--- config.mk ---
export PLATFORM = sky130hd
export DESIGN_NAME = irq_aggr_ctrl
export DESIGN_NICKNAME = d
export VERILOG_FILES = /design/src/rtl/irq_aggr_pkg.sv /design/src/rtl/irq_req_sync.sv /design/src/rtl/irq_csr_decode.sv /design/src/rtl/irq_mbox_bank.sv /design/src/rtl/irq_aggr_ctrl.sv
export SDC_FILE = /design/constraint.sdc
export NUM_CORES = 1
export LEC_CHECK = 0
export ABC_AREA = 1
export ABC_CLOCK_PERIOD_IN_PS = 19150
export BUFFER_PORTS_ARGS = -buffer_cell sky130_fd_sc_hd__buf_2
export CAP_MARGIN = 30
export CORE_MARGIN = 5
export CORE_UTILIZATION = 60
export DETAILED_ROUTE_END_ITERATION = 8
export GPL_TIMING_DRIVEN = 0
export PLACE_DENSITY = 0.81
export SLEW_MARGIN = 10
export SYNTH_ARGS = -nofsm -noshare
export SYNTH_HDL_FRONTEND = slang
export SYNTH_HIERARCHICAL = 1
export SYNTH_SLANG_ARGS = --single-unit
--- constraint.sdc ---
create_clock -name clk -period 19.15 [get_ports clk]
set_input_delay 3.83 -clock clk [delete_from_list [all_inputs] [get_ports clk]]
set_output_delay 3.83 -clock clk [all_outputs]
set_load 0.05 [all_outputs]
--- src/rtl/irq_aggr_pkg.sv ---
package irq_aggr_pkg;
  localparam int unsigned CSR_AW        = 14;
  localparam int unsigned CSR_DW        = 32;
  localparam int unsigned MAX_REQ       = 16;
  localparam int unsigned MAX_MBOX      = 16;
  localparam int unsigned MBOX_BIT_BASE = 16;
  localparam int unsigned MBOX_IDX_W    = 4;

  localparam logic [CSR_AW-1:0] OFS_STATUS = 14'h0040;
  localparam logic [CSR_AW-1:0] OFS_ENABLE = 14'h3070;
  localparam logic [CSR_AW-1:0] OFS_MBOX   = 14'h0900;

  typedef struct packed {
    logic                  st_rd;
    logic                  st_wr;
    logic                  en_rd;
    logic                  en_wr;
    logic                  mb_rd;
    logic                  mb_wr;
    logic [MBOX_IDX_W-1:0] mb_idx;
  } csr_sel_t;

  function automatic logic [CSR_DW-1:0] impl_mask(int unsigned nreq, int unsigned nmbox);
    logic [CSR_DW-1:0] m;
    m = '0;
    for (int unsigned b = 0; b < MAX_REQ; b++)
      if (b < nreq) m[b] = 1'b1;
    for (int unsigned b = 0; b < MAX_MBOX; b++)
      if (b < nmbox) m[MBOX_BIT_BASE + b] = 1'b1;
    return m;
  endfunction
endpackage

--- src/rtl/irq_req_sync.sv ---
module irq_req_sync #(
  parameter int unsigned WIDTH = 16
) (
  input  logic             clk,
  input  logic             rst_n,
  input  logic [WIDTH-1:0] req_async,
  output logic [WIDTH-1:0] req_sync
);
  for (genvar g = 0; g < WIDTH; g++) begin : g_bit
    logic meta_q;
    logic meta_d;
    logic sync_q;
    logic sync_d;

    always_comb begin
      meta_d = req_async[g];
      sync_d = meta_q;
    end

    always_ff @(posedge clk or negedge rst_n) begin
      if (!rst_n) begin
        meta_q <= 1'b0;
        sync_q <= 1'b0;
      end else begin
        meta_q <= meta_d;
        sync_q <= sync_d;
      end
    end

    assign req_sync[g] = sync_q;
  end
endmodule

--- src/rtl/irq_csr_decode.sv ---
module irq_csr_decode
  import irq_aggr_pkg::*;
#(
  parameter int unsigned NUM_MBOX = 4
) (
  input  logic [CSR_AW-1:0] addr,
  input  logic              rd,
  input  logic              wr,
  output csr_sel_t          sel
);
  logic hit_status;
  logic hit_enable;
  logic hit_mbox_win;
  logic [MBOX_IDX_W-1:0] idx;
  logic idx_ok;

  always_comb begin
    hit_status   = (addr == OFS_STATUS);
    hit_enable   = (addr == OFS_ENABLE);
    hit_mbox_win = (addr[CSR_AW-1:6] == OFS_MBOX[CSR_AW-1:6]) && (addr[1:0] == 2'b00);
    idx          = addr[5:2];
    idx_ok       = ({1'b0, idx} < (MBOX_IDX_W+1)'(NUM_MBOX));

    sel.st_rd  = rd & hit_status;
    sel.st_wr  = wr & hit_status;
    sel.en_rd  = rd & hit_enable;
    sel.en_wr  = wr & hit_enable;
    sel.mb_rd  = rd & hit_mbox_win & idx_ok;
    sel.mb_wr  = wr & hit_mbox_win & idx_ok;
    sel.mb_idx = idx;
  end
endmodule

--- src/rtl/irq_mbox_bank.sv ---
module irq_mbox_bank
  import irq_aggr_pkg::*;
#(
  parameter int unsigned NUM_MBOX = 4
) (
  input  logic                       clk,
  input  logic                       rst_n,
  input  logic                       wr_en,
  input  logic [MBOX_IDX_W-1:0]      wr_idx,
  input  logic [CSR_DW-1:0]          wr_data,
  input  logic [NUM_MBOX-1:0]        clr_mask,
  output logic [NUM_MBOX-1:0]        pend,
  output logic [NUM_MBOX*CSR_DW-1:0] data_flat
);
  for (genvar g = 0; g < NUM_MBOX; g++) begin : g_box
    logic              hit;
    logic              pend_q;
    logic              pend_d;
    logic              pend_ce;
    logic [CSR_DW-1:0] data_q;
    logic [CSR_DW-1:0] data_d;

    always_comb begin
      hit     = wr_en && (wr_idx == MBOX_IDX_W'(g));
      pend_ce = hit | clr_mask[g];
      // a doorbell in the same cycle as a clear wins
      pend_d  = hit | (pend_q & ~clr_mask[g]);
      data_d  = wr_data;
    end

    always_ff @(posedge clk or negedge rst_n) begin
      if (!rst_n) begin
        pend_q <= 1'b0;
        data_q <= '0;
      end else begin
        if (pend_ce) pend_q <= pend_d;
        if (hit)     data_q <= data_d;
      end
    end

    assign pend[g] = pend_q;
    assign data_flat[g*CSR_DW +: CSR_DW] = data_q;
  end
endmodule

--- src/rtl/irq_aggr_ctrl.sv ---
module irq_aggr_ctrl
  import irq_aggr_pkg::*;
#(
  parameter int unsigned NUM_REQ  = 16,
  parameter int unsigned NUM_MBOX = 4
) (
  input  logic               clk,
  input  logic               rst_n,
  input  logic [NUM_REQ-1:0] irq_req_i,
  input  logic [CSR_AW-1:0]  csr_addr,
  input  logic               csr_read,
  input  logic               csr_write,
  input  logic [CSR_DW-1:0]  csr_wdata,
  output logic [CSR_DW-1:0]  csr_rdata,
  output logic               irq_o
);
  localparam logic [CSR_DW-1:0] IMPL_MASK = impl_mask(NUM_REQ, NUM_MBOX);

  // reset: asserted asynchronously, released on the clock
  logic rst_s1_q;
  logic rst_q;
  always_ff @(posedge clk or negedge rst_n) begin
    if (!rst_n) begin
      rst_s1_q <= 1'b0;
      rst_q    <= 1'b0;
    end else begin
      rst_s1_q <= 1'b1;
      rst_q    <= rst_s1_q;
    end
  end

  logic [NUM_REQ-1:0] req_sync;
  irq_req_sync #(.WIDTH(NUM_REQ)) u_sync (
    .clk       (clk),
    .rst_n     (rst_q),
    .req_async (irq_req_i),
    .req_sync  (req_sync)
  );

  csr_sel_t sel;
  irq_csr_decode #(.NUM_MBOX(NUM_MBOX)) u_dec (
    .addr (csr_addr),
    .rd   (csr_read),
    .wr   (csr_write),
    .sel  (sel)
  );

  logic [NUM_MBOX-1:0]        mb_clr;
  logic [NUM_MBOX-1:0]        mb_pend;
  logic [NUM_MBOX*CSR_DW-1:0] mb_data;

  always_comb begin
    mb_clr = sel.st_wr ? csr_wdata[MBOX_BIT_BASE +: NUM_MBOX] : '0;
  end

  irq_mbox_bank #(.NUM_MBOX(NUM_MBOX)) u_mbox (
    .clk       (clk),
    .rst_n     (rst_q),
    .wr_en     (sel.mb_wr),
    .wr_idx    (sel.mb_idx),
    .wr_data   (csr_wdata),
    .clr_mask  (mb_clr),
    .pend      (mb_pend),
    .data_flat (mb_data)
  );

  // status word
  logic [CSR_DW-1:0] stat_vec;
  always_comb begin
    stat_vec = '0;
    stat_vec[NUM_REQ-1:0] = req_sync;
    stat_vec[MBOX_BIT_BASE +: NUM_MBOX] = mb_pend;
  end

  // enable word
  logic [CSR_DW-1:0] en_q;
  logic [CSR_DW-1:0] en_d;
  always_comb en_d = csr_wdata & IMPL_MASK;
  always_ff @(posedge clk or negedge rst_q) begin
    if (!rst_q)        en_q <= '0;
    else if (sel.en_wr) en_q <= en_d;
  end

  // read path
  logic [CSR_DW-1:0] mb_rsel;
  logic [CSR_DW-1:0] rdata_d;
  logic [CSR_DW-1:0] rdata_q;
  always_comb begin
    mb_rsel = '0;
    for (int unsigned i = 0; i < NUM_MBOX; i++)
      if (sel.mb_idx == MBOX_IDX_W'(i)) mb_rsel = mb_data[i*CSR_DW +: CSR_DW];
    unique case (1'b1)
      sel.st_rd: rdata_d = stat_vec;
      sel.en_rd: rdata_d = en_q;
      sel.mb_rd: rdata_d = mb_rsel;
      default:   rdata_d = '0;
    endcase
  end
  always_ff @(posedge clk or negedge rst_q) begin
    if (!rst_q)        rdata_q <= '0;
    else if (csr_read) rdata_q <= rdata_d;
  end
  assign csr_rdata = rdata_q;

  // interrupt output
  logic irq_d;
  logic irq_q;
  always_comb irq_d = |(stat_vec & en_q);
  always_ff @(posedge clk or negedge rst_q) begin
    if (!rst_q) irq_q <= 1'b0;
    else        irq_q <= irq_d;
  end
  assign irq_o = irq_q;
endmodule

; After elaboration in Yosys (flattened, before gate mapping)
; Cells that the tools add are included.
[totals]
rom_bits = 0
word_cells = 91
mem_bits_rw = 0
input_bits = 66
memories = 0
latchBits = 0
ff_bits = 219
[op_classes]
shift = 0
n_reduce_logical = 8
mul = 0
bitwise_logic = 25
addsub = 0
n_eq_ne = 6
n_mux = 6
magnitude_cmp = 1
n_div = 0
[op_table]
columns = cell, count
row1 = $mux 32, 4
row2 = $pmux 32 s3, 1
row3 = $reduce_or 32->1, 1
row4 = $and 20x20->20, 1
row5 = $eq 14x14->1 const B, 1
row6 = $eq 14x7->1 const B, 1
row7 = $and 1x1->1, 12
row8 = $eq 4x2->1 const B, 2
row9 = $eq 8x6->1 const B, 1
row10 = $or 1x1->1, 8
row11 = $logic_and 1x1->1, 5
row12 = $eq 4x1->1 const B, 1
row13 = $logic_not 4->1, 1
row14 = $lt 4x3->1 const B, 1
row15 = $mux 4, 1
row16 = $not 1->1, 4
row17 = $logic_not 2->1, 1

; Depth between registers and ports, before layout
[depth]
ltp_word = 6
ltp_mapped = 13
ltp_nobuf = 12

; Modules after synthesis
; Netlist, hierarchy kept.
[by_module_without_submodules]
columns = module, area_per_inst_um2, n_inst, seq_area_each_um2, cells_per_inst
row1 = irq_mbox_bank, 5472.7, 1, 3303.2, 592
row2 = irq_aggr_ctrl, 3842.4, 1, 1376.3, 637
row3 = irq_req_sync, 920.9, 1, 800.8, 48
row4 = irq_csr_decode, 173.9, 1, 0.0, 39

; Least setup slack after synthesis
; OpenSTA, ideal clock, no wires.
[synth_timing]
path_type = input port to flip-flop
start = input csr_addr[5]
end = register rdata_q[23] (netlist: csr_rdata[23])
required_ns = 19.084
arrival_time_ns = 4.901
slack_ns = 14.184
setup_ns = 0.066
stages = 9
cell_sequence = nor2_2 -> nand2_1 -> nor3_1 -> nand2_1 -> inv_1 -> clkbuf_1 -> o21ai_0 -> o21bai_1 -> nand2_1
[synth_lines]
columns = item, line
row1 = from (decl), irq_aggr_ctrl.sv:10  ; input logic [CSR_AW-1:0] csr_addr,
row2 = to (signal assigned), irq_aggr_ctrl.sv:101  ; else if (csr_read) rdata_q <= rdata_d;
row3 = to (decl), irq_aggr_ctrl.sv:87  ; logic [CSR_DW-1:0] rdata_q;

==> results.md <==
* CTS Root Cell: clkbuf_16
* Filler Cells Inserted at about 1.4k
* Syn avg cell area at a little under 8 um^2
* Worst slew slack as a fraction of its limit at 0.5574
* Ports placed on the boundary at 99
* Crit path required time at around 20 ns
* Maximum root-to-sink buffer count at 3
* Die width at between 100 and 150 um
* Starting DRT DRC Count at around 1.0k
* Number of optimization iterations in the first detailed-route pass at 6
* Largest stage delay on the critical path at between 0.4 and 0.5 ns
* Diodes inserted at 0
* Instance area at placement at between 10000 and 15000 um^2
* Number of nets in the finished design at between 1.5k and 2k
* Cells along the critical path: buf_2 > nor2_2 > nand2_1 > nor3_1 > nand2_1 > inv_1 > clkbuf_1 > o21ai_0 > nor2_1 > nand2_1 > nand2_1
* Clock transition at path regs at roughly 0.060 ns
* Placer congestion estimate at roughly 0.93
* Total of buffers placed on input and output ports at 98
* Synthesized netlist net count at 1382
* Vias in the first global route at approximately 9.4k
* Least-Margin Pin Slew at ~0.66 ns
* Final-layout setup total negative slack at 0 ns
* Die area at ~20000 um^2
* WP buf/inv at 3
* Worst-path maximum fanout at 10
* Core Util, Final at 0.7016
* Tightest Hold Check Type: flip-flop to async pin
* Cell area after layout at around 12000 um^2
* Leakage power at 0.006766 uW
* Fmax at 0.1859 GHz
* Post-detailed-routing wire length at ~30 mm
* First-pass GRT wire length at around 48 mm
* Maximum capacitance violations at 0
* CTS tree: done
* PwrDens at between 80 and 90 nW/um^2
* Arr. time, crit path at between 5 and 6 ns
* CP most frequent cell: nand2_1
* Maximum number of pins on one net before global-route repair at 65
* Overall routing resource usage at 0.2979
* Period utilisation layout at 0.2809
* Count of endpoints failing setup in the final report at 0
* Shortest clock period the worst path allows after layout at ~5.4 ns
* Setup Crit Path Kind: input port to flip-flop
* Clock buffer count from CTS at 23
* Sequential fraction of the synthesis area at 0.5264
* GR Overflow Total at 0
* Number of failing hold endpoints at the final stage at 0
* Reg area at about 5500 um^2
* Core Rows at 48
* Critical path startpoint category: input port
* Hold_buf cts at 0
* Core area at 17180 um^2
* Number of gates resized after CTS at 0
* Half-perimeter wire length of the detailed placement result at slightly above 20 mm
* Count of different cell masters after synthesis at 22
* Via count at 9664
* Starting density of the core at 0.6061
* Clock latency on the worst-skew pair at around 0.51 ns
* Number of warning messages in the yosys log at 6
* Worst voltage drop across the vdd grid at roughly 70 uV
* Layout cells sized above 1 at 0.1674
* Clock skew after layout at roughly 0.0074 ns
* Status: completed
* H-tree depth at 1
* Die Y at roughly 140 um
* Area occupied by multi-input gates at approximately 3900 um^2
* Cell type group with the largest total delay on the critical path: simple AND/OR/NAND/NOR gates
* Routed WL per cell at around 18 um
* Antenna violations before repair at 1
* Via-per-instance ratio at around 5.7
* Post-synthesis cell count at ~1.3k
* Layout-stage area growth over the synthesis result at 15.77%
* Post-CTS setup buffer count at 0
* Setup crit end kind: flip-flop
* Mapped cell area at 10410 um^2
* DRC at 0
* Total of flip-flops plus latches after synthesis at approximately 220
* Setup repair after global routing missed its margin: no
* Clock tree sinks at around 220
* Number of max-slew violations in the final report at 0
* Count of nets left with antenna violations after detail routing at 0
* Max stage delay cell, worst path: nor3_1
==> cell families (layout without fill, tap and decap cells) <==
logic type / count (synthesis) / count (layout) / synth area share
AOI/OAI and AO/OA: 64 / 64 / 0.03209
buffers and inverters: 203 / 345 / 0.09471
DFF: 219 / 219 / 0.5264
other: 1 / 1 / 0.0003602
and+or+nand+nor: 829 / 829 / 0.3464
==> report_power, final <==
group | total (uW) | leakage (uW) | internal [uW] | switching [uW]
Clock | 461 | 0.000374 | 275 | 186
Sequential | 469 | 0.00285 | 466 | 2.93
Combinational | 58.9 | 0.00354 | 16.5 | 42.4
Total | 989 | 0.00677 | 758 | 232
==> Yosys cell counts, drive strengths merged <==
cell type,n,area [um^2]
dfrtp,219,5480
nand2,518,1944
o21bai,4,30.03
a22o,1,8.760
clkbuf,18,67.56
nand3,95,475.5
o21ai,56,280.3
a21oi,3,15.01
inv,89,334.1
nand4,133,832.1
nor2,79,329.1
nor3,4,25.02
conb,1,3.750
buf,96,584.3
==> area by class of cell <==
| cell class | instances | share of cell area |
|---|---|---|
| buffer | 114 | 0.05409 |
| clock buffer | 33 | 0.05669 |
| clock inverter | 8 | 0.008306 |
| inverter | 89 | 0.02772 |
| multi-input combinational | 894 | 0.3272 |
| sequential | 219 | 0.4550 |
| tap | 225 | 0.02336 |
| timing repair buffer | 101 | 0.04755 |
==> per-layer routing <==
| metal | track usage | vias to the layer above | wire length (um) | share of wire |
|---|---|---|---|---|
| met4 | 0.1146 | 2 | 1285 | 0.043 |
| li1 | - | 4484 | - | - |
| met1 | 0.4126 | 4528 | 11700 | 0.39 |
| met5 | 0 | - | 11 | 0.00037 |
| met3 | 0.04550 | 106 | 2892 | 0.097 |
| met2 | 0.4778 | 544 | 14040 | 0.47 |
==> final timing paths <==
| check | from | end | slack (ns) | cells past startpoint |
|---|---|---|---|---|
| worst min register to register | rst_q | u_mbox/g_box[0].data_q[1] | 0.34 | 0 |
| worst min-delay path | rst_q | u_mbox/g_box[0].data_q[1] | 0.34 | 0 |
| worst max-delay path | csr_addr[5] | csr_rdata[28] | 13.77 | 11 |
| min in group clk | u_sync/g_bit[14].meta_q | u_sync/g_bit[14].sync_q | 0.34 | 0 |
| max in group asynchronous | rst_n | rst_q | 15.95 | 1 |
| worst max register to register | u_sync/g_bit[0].sync_q | irq_o | 18.05 | 5 |
==> sequential cells by signal, summed over array words and instances, names as in the netlist <==
register,count
rst_q,1
irq_o,1
csr_rdata,32
u_mbox/g_box.pend_q,4
u_sync/g_bit.sync_q,16
u_sync/g_bit.meta_q,16
u_mbox/g_box.data_q,128
en_q,20
rst_s1_q,1
==> cell usage in the layout, fill, tap and decap left out, types with 4 or more instances in the layout <==
master	instances
o21ai_0	55
dfrtp_1	218
clkbuf_1	21
nor2_2	4
inv_1	88
clkbuf_8	7
nand3_1	95
clkbuf_16	23
o21bai_1	4
nand4_1	133
buf_2	154
nor2_1	72
buf_4	37
clkinvlp_4	4
nand2_1	518
==> metrics by stage <==
stage	instances	total power (uW)	setup slack, ns	hold slack, ns
finish	1683	989.3	13.77	0.3424
detailed placement	1642	535.8	13.30	0.3356
CTS	1683	992.0	13.78	0.3487
global placement	1639	532.8	10.22	0.3314
global route	1683	1018	13.67	0.3603
floorplan	1316	507.3	12.60	0.3312
Note: power is estimated with default switching activity, not from simulation.
